## config.mk

```make
export PLATFORM = sky130hd
export DESIGN_NAME = chain_readout_dec
export DESIGN_NICKNAME = d
export VERILOG_FILES = /design/src/rtl/crd_pkg.sv /design/src/rtl/crd_win_dec.sv /design/src/rtl/crd_token_ctrl.sv /design/src/rtl/chain_readout_dec.sv
export SDC_FILE = /design/constraint.sdc
export NUM_CORES = 1
export LEC_CHECK = 0
export ABC_AREA = 0
export CAP_MARGIN = 0
export CORE_MARGIN = 2
export CORE_UTILIZATION = 31
export DETAILED_ROUTE_END_ITERATION = 6
export DONT_BUFFER_PORTS = 1
export GPL_ROUTABILITY_DRIVEN = 0
export PLACE_DENSITY = 0.53
export SKIP_LAST_GASP = 1
export SYNTH_ARGS = -nofsm -noshare
export SYNTH_HDL_FRONTEND = slang
export SYNTH_SLANG_ARGS = --single-unit
export TNS_END_PERCENT = 1
```

## constraint.sdc

```tcl
create_clock -name clk -period 4.3 [get_ports clk]
set_input_delay 0.43 -clock clk [delete_from_list [all_inputs] [get_ports clk]]
set_output_delay 0.43 -clock clk [all_outputs]
set_load 0.05 [all_outputs]
```

## src/rtl/crd_pkg.sv

```systemverilog
package crd_pkg;
    // width of the address tag compared against window limits
    localparam int TAG_W = 9;

    typedef enum logic [1:0] {
        RSP_NONE = 2'd0,
        RSP_ACK  = 2'd1,
        RSP_BERR = 2'd2
    } rsp_e;
endpackage

```

## src/rtl/crd_win_dec.sv

```systemverilog
module crd_win_dec #(
    parameter int ADDR_W = 32,
    parameter int TAG_W  = 9
) (
    input  logic [ADDR_W-1:0] addr,
    input  logic              priv_en,
    input  logic [TAG_W-1:0]  priv_base,
    input  logic              shr_en,
    input  logic              mb_enable,
    input  logic [TAG_W-1:0]  shr_lo,
    input  logic [TAG_W-1:0]  shr_hi,
    output logic              priv_hit,
    output logic              shr_hit
);
    localparam int OFS_W = ADDR_W - TAG_W;

    logic [TAG_W-1:0] tag;
    logic             shr_in_range;
    // offset within a window never affects decode
    logic             unused_ofs;

    assign tag        = addr[ADDR_W-1:OFS_W];
    assign unused_ofs = ^addr[OFS_W-1:0];

    always_comb begin
        priv_hit     = priv_en && (tag == priv_base);
        shr_in_range = shr_en && mb_enable && (tag >= shr_lo) && (tag < shr_hi);
        // private window wins where both match
        shr_hit      = shr_in_range && !priv_hit;
    end
endmodule

```

## src/rtl/crd_token_ctrl.sv

```systemverilog
module crd_token_ctrl #(
    parameter int CNT_W = 16
) (
    input  logic             clk,
    input  logic             rst_n,
    input  logic             is_first,
    input  logic             is_last,
    input  logic             token_in,
    input  logic             evt_done,
    input  logic             term_done,
    input  logic [CNT_W-1:0] block_size,
    output logic             token_held,
    output logic             blk_done,
    output logic             token_out
);
    typedef struct packed {
        logic             held;
        logic             done;
        logic             pass;
        logic [CNT_W-1:0] cnt;
    } tok_st_t;

    tok_st_t tok_d, tok_q;

    logic [CNT_W:0] size_eff;
    logic [CNT_W:0] cnt_inc;

    always_comb begin
        size_eff = (block_size == '0) ? (CNT_W+1)'(1) : {1'b0, block_size};
        cnt_inc  = {1'b0, tok_q.cnt} + (CNT_W+1)'(1);

        tok_d      = tok_q;
        tok_d.pass = 1'b0;

        if (token_in) begin
            tok_d.held = 1'b1;
        end

        if (evt_done) begin
            if (cnt_inc >= size_eff) begin
                tok_d.cnt = '0;
                if (is_last) begin
                    tok_d.done = 1'b1;
                end else begin
                    tok_d.held = 1'b0;
                    tok_d.pass = 1'b1;
                end
            end else begin
                tok_d.cnt = cnt_inc[CNT_W-1:0];
            end
        end

        if (term_done) begin
            tok_d.done = 1'b0;
            if (!is_first) begin
                tok_d.held = 1'b0;
            end
        end
    end

    always_ff @(posedge clk) begin
        if (!rst_n) begin
            tok_q.held <= is_first;
            tok_q.done <= 1'b0;
            tok_q.pass <= 1'b0;
            tok_q.cnt  <= '0;
        end else begin
            tok_q <= tok_d;
        end
    end

    assign token_held = tok_q.held;
    assign blk_done   = tok_q.done;
    assign token_out  = tok_q.pass;
endmodule

```

## src/rtl/chain_readout_dec.sv

```systemverilog
module chain_readout_dec #(
    parameter int ADDR_W = 32,
    parameter int DATA_W = 32,
    parameter int CNT_W  = 16
) (
    input  logic                    clk,
    input  logic                    rst_n,
    input  logic                    bus_req,
    input  logic                    bus_we,
    input  logic [ADDR_W-1:0]       bus_addr,
    input  logic [DATA_W-1:0]       bus_wdata,
    output logic                    bus_ack,
    output logic                    bus_berr,
    output logic [DATA_W-1:0]       bus_rdata,
    input  logic                    priv_en,
    input  logic [crd_pkg::TAG_W-1:0] priv_base,
    input  logic                    shr_en,
    input  logic [crd_pkg::TAG_W-1:0] shr_lo,
    input  logic [crd_pkg::TAG_W-1:0] shr_hi,
    input  logic                    mb_enable,
    input  logic                    is_first,
    input  logic                    is_last,
    input  logic                    berr_enable,
    input  logic [CNT_W-1:0]        block_size,
    input  logic                    token_in,
    output logic                    token_out,
    output logic                    token_held,
    output logic                    irq_rearm,
    input  logic                    fifo_empty,
    input  logic                    fifo_last,
    input  logic [DATA_W-1:0]       fifo_data,
    output logic                    fifo_pop
);
    import crd_pkg::*;

    // re-arm word: only the top bit set
    localparam logic [DATA_W-1:0] REARM_WORD = {1'b1, {(DATA_W-1){1'b0}}};

    typedef struct packed {
        rsp_e              rsp;
        logic [DATA_W-1:0] rdata;
        logic              rearm;
    } rsp_st_t;

    rsp_st_t r_d, r_q;

    logic priv_hit, shr_hit;
    logic blk_done;
    logic rd_cyc, priv_rd, shr_rd;
    logic want_data, serve, starve, term, rearm_hit, evt_done;

    crd_win_dec #(
        .ADDR_W (ADDR_W),
        .TAG_W  (TAG_W)
    ) win_i (
        .addr      (bus_addr),
        .priv_en   (priv_en),
        .priv_base (priv_base),
        .shr_en    (shr_en),
        .mb_enable (mb_enable),
        .shr_lo    (shr_lo),
        .shr_hi    (shr_hi),
        .priv_hit  (priv_hit),
        .shr_hit   (shr_hit)
    );

    always_comb begin
        rd_cyc    = bus_req && !bus_we;
        priv_rd   = rd_cyc && priv_hit;
        shr_rd    = rd_cyc && shr_hit && token_held;
        term      = shr_rd && blk_done;
        want_data = priv_rd || (shr_rd && !blk_done);
        serve     = want_data && !fifo_empty;
        starve    = want_data && fifo_empty;
        evt_done  = serve && shr_rd && fifo_last;
        rearm_hit = bus_req && bus_we && priv_hit && (bus_wdata == REARM_WORD);
    end

    crd_token_ctrl #(
        .CNT_W (CNT_W)
    ) tok_i (
        .clk        (clk),
        .rst_n      (rst_n),
        .is_first   (is_first),
        .is_last    (is_last),
        .token_in   (token_in),
        .evt_done   (evt_done),
        .term_done  (term),
        .block_size (block_size),
        .token_held (token_held),
        .blk_done   (blk_done),
        .token_out  (token_out)
    );

    always_comb begin
        r_d.rsp   = RSP_NONE;
        r_d.rdata = '0;
        r_d.rearm = 1'b0;
        if (serve) begin
            r_d.rsp   = RSP_ACK;
            r_d.rdata = fifo_data;
        end else if (starve || term) begin
            r_d.rsp = berr_enable ? RSP_BERR : RSP_ACK;
        end else if (rearm_hit) begin
            r_d.rsp   = RSP_ACK;
            r_d.rearm = 1'b1;
        end
    end

    always_ff @(posedge clk) begin
        if (!rst_n) begin
            r_q.rsp   <= RSP_NONE;
            r_q.rdata <= '0;
            r_q.rearm <= 1'b0;
        end else begin
            r_q <= r_d;
        end
    end

    assign fifo_pop  = serve;
    assign bus_ack   = (r_q.rsp == RSP_ACK);
    assign bus_berr  = (r_q.rsp == RSP_BERR);
    assign bus_rdata = r_q.rdata;
    assign irq_rearm = r_q.rearm;
endmodule

```

==> reports/qor.yml, run 1 <==
status:
  outcome: "complete, no violations"
clocking:
  htree_levels: 2
  cts-buffers-inserted: 5
  cts_tree: "done"
  path_clk_slew_ns: 0.11
  cts_root_buffer: "clkbuf_8"
  cts_hold_buf: 0
  cts_resized: 0
  post-cts-setup-buffers: 0
  clock_latency_ns: 0.30
  cts.sinks: 54
  clockBufferDepth: 2
power:
  p_seq_frac: 0.578
  total_leakage_power_nw: 1.37
  switching_share: 0.252
  p_sw_mw: 0.221
  vdd_drop_max_uv: 133
  pwr-share-clk: 0.346
  combPwrFrac: 0.076
  intPower_mw: 0.656
  cellPowerDensity_mw_per_mm2: 258
route:
  drtIter0Drc: 114
  first_pass_iters: 4
  drt_drc_violations_left: 0
  vias: 2546
  routed_wl_um: 7890
  ant_nets: 0
  route.detailed.wl_per_inst_um: 15.5
  via_per_inst: 5.00
final_layout:
  area_growth_pct: 0.555
  finalInstanceArea_sq_mm: 0.00340
  n_antenna_cell: 0
  final_nets: 554
  drive_gt1_frac: 0.0542
timing:
  worstMarginPinSlew_ns: 1.01
  max_freq_mhz: 282
  skew_ns: 0.00603
  final_hold_viol_count: 0
  finalCriticalPeriod_ns: 3.54
  setup_viol: 0
  finalSetupTns_ns: 0
  fin_crit_sh: 0.824
  relSlewSlack: 0.328
  slew_viol_final: 0
  holdWs_ns: 0.190
  rsz0062_at_grt: "no"
global_routing:
  grt_pass1_vias: 2406
  antenna_found_initial: 0
  grt_start_max_net_pins: 33
  grt_usage: 0.130
  grt_pass1_wl_um: 12000
  grt_overflow_total: 0
worst_setup_path:
  cp-startpoint: "tok_i.tok_q[2]"
  crit_path_max_incr_delay_ns: 0.45
  worstSetupPathType: "flip-flop to flip-flop"
  path_max_fanout: 13
  crit_path_start_kind: "flip-flop"
  crit_chain: "and3_1, nand4_1, nor2_1, nand3_1, or3_1, xnor2_1, ha_1, a21oi_1, o41ai_2, a211oi_2, nand2b_1, o31ai_1"
  critPathSlowestCell: "dfxtp_1"
  timing.rr.start: "tok_i.tok_q[2]"
  critPathRequiredTime_ns: 4.52
  cp.arrival_ns: 3.76
  end_kind: "flip-flop"
logic_synthesis:
  yosysTopAreaCellShare: 0.320
  synth_area_sq_mm: 0.00338
  avgSynthCellArea_sq_um: 8.45
  synthCells: 400
  synth_common_cells: "54 x dfxtp_1, 40 x inv_1, 34 x ha_1"
  yosys_register_bits: 54
  yosysTopAreaCell: "dfxtp_1"
  synth_ff_type: "dfxtp_1"
  ys_warn_count: 0
  synth.most_common_cell: "dfxtp_1"
  synthesis.nets: 586
  synthTopCellsByArea: "dfxtp_1 32%, ha_1 13%, buf_4 7.1%"
  synth_cell_types: 50
  synth-edff-count: 0
  seq_area_frac_synth: 0.320
  synthArstFlopShare: 0
floorplan:
  std_cell_rows: 38
  pin_count: 190
  start_util: 0.315
  die_w_um: 108
  dieArea_sq_mm: 0.0118
  die-height_um: 108
  core-area_sq_mm: 0.0107
place:
  placed_cell_area_sq_mm: 0.00330
  dp_hpwl_um: 6350
  place.port_buffers: 0
min_path:
  hold_path.class: "input pin to flip-flop"
  hold_path_startpoint: "is_last"
job:
  maxCapViolCount: 0
-- cells in the final DEF, fill, tap and decap left out, drive strengths merged, types with 2 or more instances in the layout --
cell type,instances
dfxtp,54
inv,42
ha,34
and2,33
nand2,25
a21oi,24
xnor2,20
nor2,13
or3,12
nand4,10
o22ai,10
nand3,10
nor4,10
nand2b,5
a21o,5
clkbuf,5
a211oi,5
nor2b,4
buf,4
or4,4
o21ai,4
xor2,3
nor3,3
nand3b,3
or2,3
and3,2
o21a,2
a2111oi,2
a31oi,2
o32ai,2
o211ai,2
-- kinds of logic after synthesis --
kind of cell | share of synthesized area
AND/OR/NAND/NOR | 0.235
buffers and inverters | 0.128
AO/OA/AOI/OAI | 0.131
flip-flops | 0.320
adder cells (fa/ha/maj) | 0.126
XOR/XNOR | 0.0596
-- flip-flops by register name, summed over array words and instances, names as in the netlist --
register          flops
bus_rdata            32
tok_i.tok_q          16
r_q                   2
irq_rearm             1
tok_i.blk_done        1
tok_i.token_held      1
tok_i.token_out       1
-- area by class of cell --
cell class              instances  area, sq um
repair buffers                  4         30.0
flip-flops and latches         54         1080
clock buffers                   5         68.8
clock inverters                 3         28.8
well taps                     140          175
inverters                      40          150
fillers                      1159         7350
multi-input cells             263         1870
-- metal layers --
metal / vias up / wire (um) / share of wire / global-route usage
li1: 1286 / - / - / -
met1: 1177 / 3730 / 0.47 / 0.173
met2: 81 / 3520 / 0.45 / 0.204
met3: 2 / 599 / 0.076 / 0.0428
met4: 0 / 27 / 0.0034 / 0.0256
met5: - / 0 / 0 / 0
-- power groups by stage --
stage | combinational, mW | sequential [mW] | clock [mW]
after floorplan | 0.0582 | 0.516 | 0
after global placement | 0.0649 | 0.518 | 0
after detailed placement | 0.0668 | 0.519 | 0
after CTS | 0.0676 | 0.507 | 0.320
after global routing | 0.0775 | 0.507 | 0.342
final | 0.0664 | 0.507 | 0.304
-- critical path: cells and delay by family (launching register included) --
family,cells,cell delay (ns)
fa+ha+maj,1,0.33
flops,1,0.45
xor+xnor,1,0.15
compound gates,4,0.81
simple gates,6,1.71
-- per-stage QoR --
stage / instances / setup slack [ns] / total power, mW / utilization
2_1_floorplan: 400 / 1.04 / 0.574 / -
5_1_grt: 509 / 0.389 / 0.927 / 0.316
6_report: 509 / 0.759 / 0.877 / 0.316
3_5_place_dp: 501 / 0.787 / 0.585 / 0.307
3_3_place_gp: 501 / 0.814 / 0.583 / 0.307
4_1_cts: 509 / 0.759 / 0.894 / 0.316
-- final timing paths --
kind	end	slack [ns]	cells after the start
worst max register to register	tok_i.tok_q[0]	0.76	12
worst min-delay path	tok_i.token_out	0.19	1
worst max-delay path	tok_i.tok_q[0]	0.76	12
worst min register to register	tok_i.tok_q[14]	0.47	2
Note: power is estimated with default switching activity, not from simulation.
==> inputs of run 2 (changes only) <==
==> constraint.sdc (replaced) <==
create_clock -name clk -period 3.5 [get_ports clk]
set_input_delay 0.35 -clock clk [delete_from_list [all_inputs] [get_ports clk]]
set_output_delay 0.35 -clock clk [all_outputs]
set_load 0.05 [all_outputs]
==> run 2 against run 1 <==
Net effect: sequential share of layout area down 0.85 points; clock skew up 0.011 ns; critical path depth up 2; global-route usage up 0.35 points; critical endpoint is now tok_i.tok_q[11]; largest power group unchanged.
==> reports/qor.yml, run 2 (synthesis results as in run 1) <==
floorplan:
  std_cell_rows: 38
  core-area_sq_mm: 0.0107
  pin_count: 190
  die-height_um: 108
  start_util: 0.315
  dieArea_sq_mm: 0.0118
  die_w_um: 108
global_routing:
  antenna_found_initial: 0
  grt_start_max_net_pins: 33
  grt_overflow_total: 0
  grt_pass1_wl_um: 12300
  grt_pass1_vias: 2486
  grt_usage: 0.133
timing:
  slew_viol_final: 0
  setup_viol: 0
  finalCriticalPeriod_ns: 3.23
  holdWs_ns: 0.105
  relSlewSlack: 0.323
  rsz0062_at_grt: "no"
  finalSetupTns_ns: 0
  skew_ns: 0.0168
  worst_slack_ns: 0.271
  final_hold_viol_count: 0
  max_freq_mhz: 310
  fin_crit_sh: 0.923
  worstMarginPinSlew_ns: 1.01
power:
  pwr-share-clk: 0.335
  p_sw_mw: 0.262
  combPwrFrac: 0.083
  total_leakage_power_nw: 1.43
  switching_share: 0.247
  p_seq_frac: 0.583
  cellPowerDensity_mw_per_mm2: 301
  intPower_mw: 0.798
  vdd_drop_max_uv: 221
final_layout:
  area_growth_pct: 4.03
  layout.cells.most_common: "dfxtp_1"
  n_antenna_cell: 0
  drive_gt1_frac: 0.107
  final_cell_mix: "50 x dfxtp_1, 40 x inv_1, 33 x and2_1, 33 x ha_1, 25 x nand2_1"
  largest_register_ffs: 32
  final_nets: 567
  fill_cells: 1158
route:
  drtIter0Drc: 127
  vias: 2592
  via_per_inst: 4.97
  first_pass_iters: 5
  routed_wl_um: 8070
  drt_drc_violations_left: 0
  ant_nets: 0
  route.detailed.wl_per_inst_um: 15.5
min_path:
  hold_depth: 1
  hold_path.class: "input pin to flip-flop"
clocking:
  cts.sinks: 54
  path_clk_slew_ns: 0.10
  cts-buffers-inserted: 5
  cts_tree: "done"
  htree_levels: 2
  clockBufferDepth: 2
  clock_latency_ns: 0.31
  cts_root_buffer: "clkbuf_8"
  cts_hold_buf: 0
worst_setup_path:
  r2r_cells: 14
  critPathRequiredTime_ns: 3.71
  worstSetupPathType: "flip-flop to flip-flop"
  crit_path_max_incr_delay_ns: 0.54
  crit_path_start_kind: "flip-flop"
  crit_family: "compound AO/OA/AOI/OAI gates"
  crit_chain: "ha_2, nand3_2, or4_4, nor2_2, xnor2_2, ha_1, a21o_1, a21oi_1, o41ai_2, a211oi_2, buf_6, buf_4, a21oi_1, o32ai_1"
  path_max_fanout: 9
  rrSetupSlack_ns: 0.27
  cp.arrival_ns: 3.43
  cp_num_buf_inv: 2
  crit_cells: 14
  end_kind: "flip-flop"
  critical_path.most_common_cell: "a21oi_1"
  critPathSlowestCell: "or4_4"
status:
  outcome: "complete, no violations"
job:
  maxCapViolCount: 0
place:
  place.port_buffers: 0
  pre_cts_slack_ns: 0.111
  dp_hpwl_um: 6440
==> run 2: cell count changes in the layout (fill, tap and decap cells not counted), moves of 2 or more <==
cell / previous run / this run
buf_4: 4 / 16
dfxtp_1: 54 / 50
dfxtp_2: 0 / 3
nor2_1: 13 / 11
nor2_2: 0 / 2
==> run 2: timing repair <==
action | CTS | global route
setup endpoints to repair | 0 | 16
setup buffers | 0 | 5
hold endpoints to repair | 0 | 0
gates resized for setup | 0 | 11
==> run 2: final cells by class <==
class | count | area [sq um] | share of cell area
inverters | 40 | 150 | 0.0427
clock inverters | 2 | 13.8 | 0.00391
well taps | 140 | 175 | 0.0498
repair buffers | 17 | 131 | 0.0374
clock buffers | 6 | 72.6 | 0.0206
multi-input cells | 263 | 1890 | 0.536
flip-flops and latches | 54 | 1090 | 0.309
==> run 2: worst paths after layout <==
kind	from	endpoint
worst max-delay path	tok_i.tok_q[0]	tok_i.tok_q[11]
worst min-delay path	is_last	tok_i.token_out
worst max register to register	tok_i.tok_q[0]	tok_i.tok_q[11]
worst min register to register	tok_i.tok_q[14]	tok_i.tok_q[14]
==> run 2: power by group through the flow <==
stage | registers [mW] | logic [mW] | clock network, mW
after global placement | 0.633 | 0.0852 | 0
final | 0.618 | 0.0878 | 0.355
after global routing | 0.618 | 0.104 | 0.407
after CTS | 0.619 | 0.0881 | 0.382
after detailed placement | 0.633 | 0.0878 | 0
after floorplan | 0.634 | 0.0715 | 0
==> run 2: metrics by stage <==
step	std cells	area [sq um]	power (mW)	utilization
6_report	522	3520	1.06	0.327
4_1_cts	517	3450	1.09	0.321
2_1_floorplan	400	3380	0.705	-
3_3_place_gp	509	3360	0.718	0.313
5_1_grt	522	3520	1.13	0.327
3_5_place_dp	509	3360	0.721	0.313
==> run 2: metal layers <==
layer	share of wire	vias to the layer above	wire (um)	track usage
li1	-	1314	-	-
met1	0.46	1181	3750	0.180
met2	0.46	93	3730	0.218
met3	0.067	4	544	0.0319
met4	0.0048	0	39	0.0229
met5	0	-	0	0
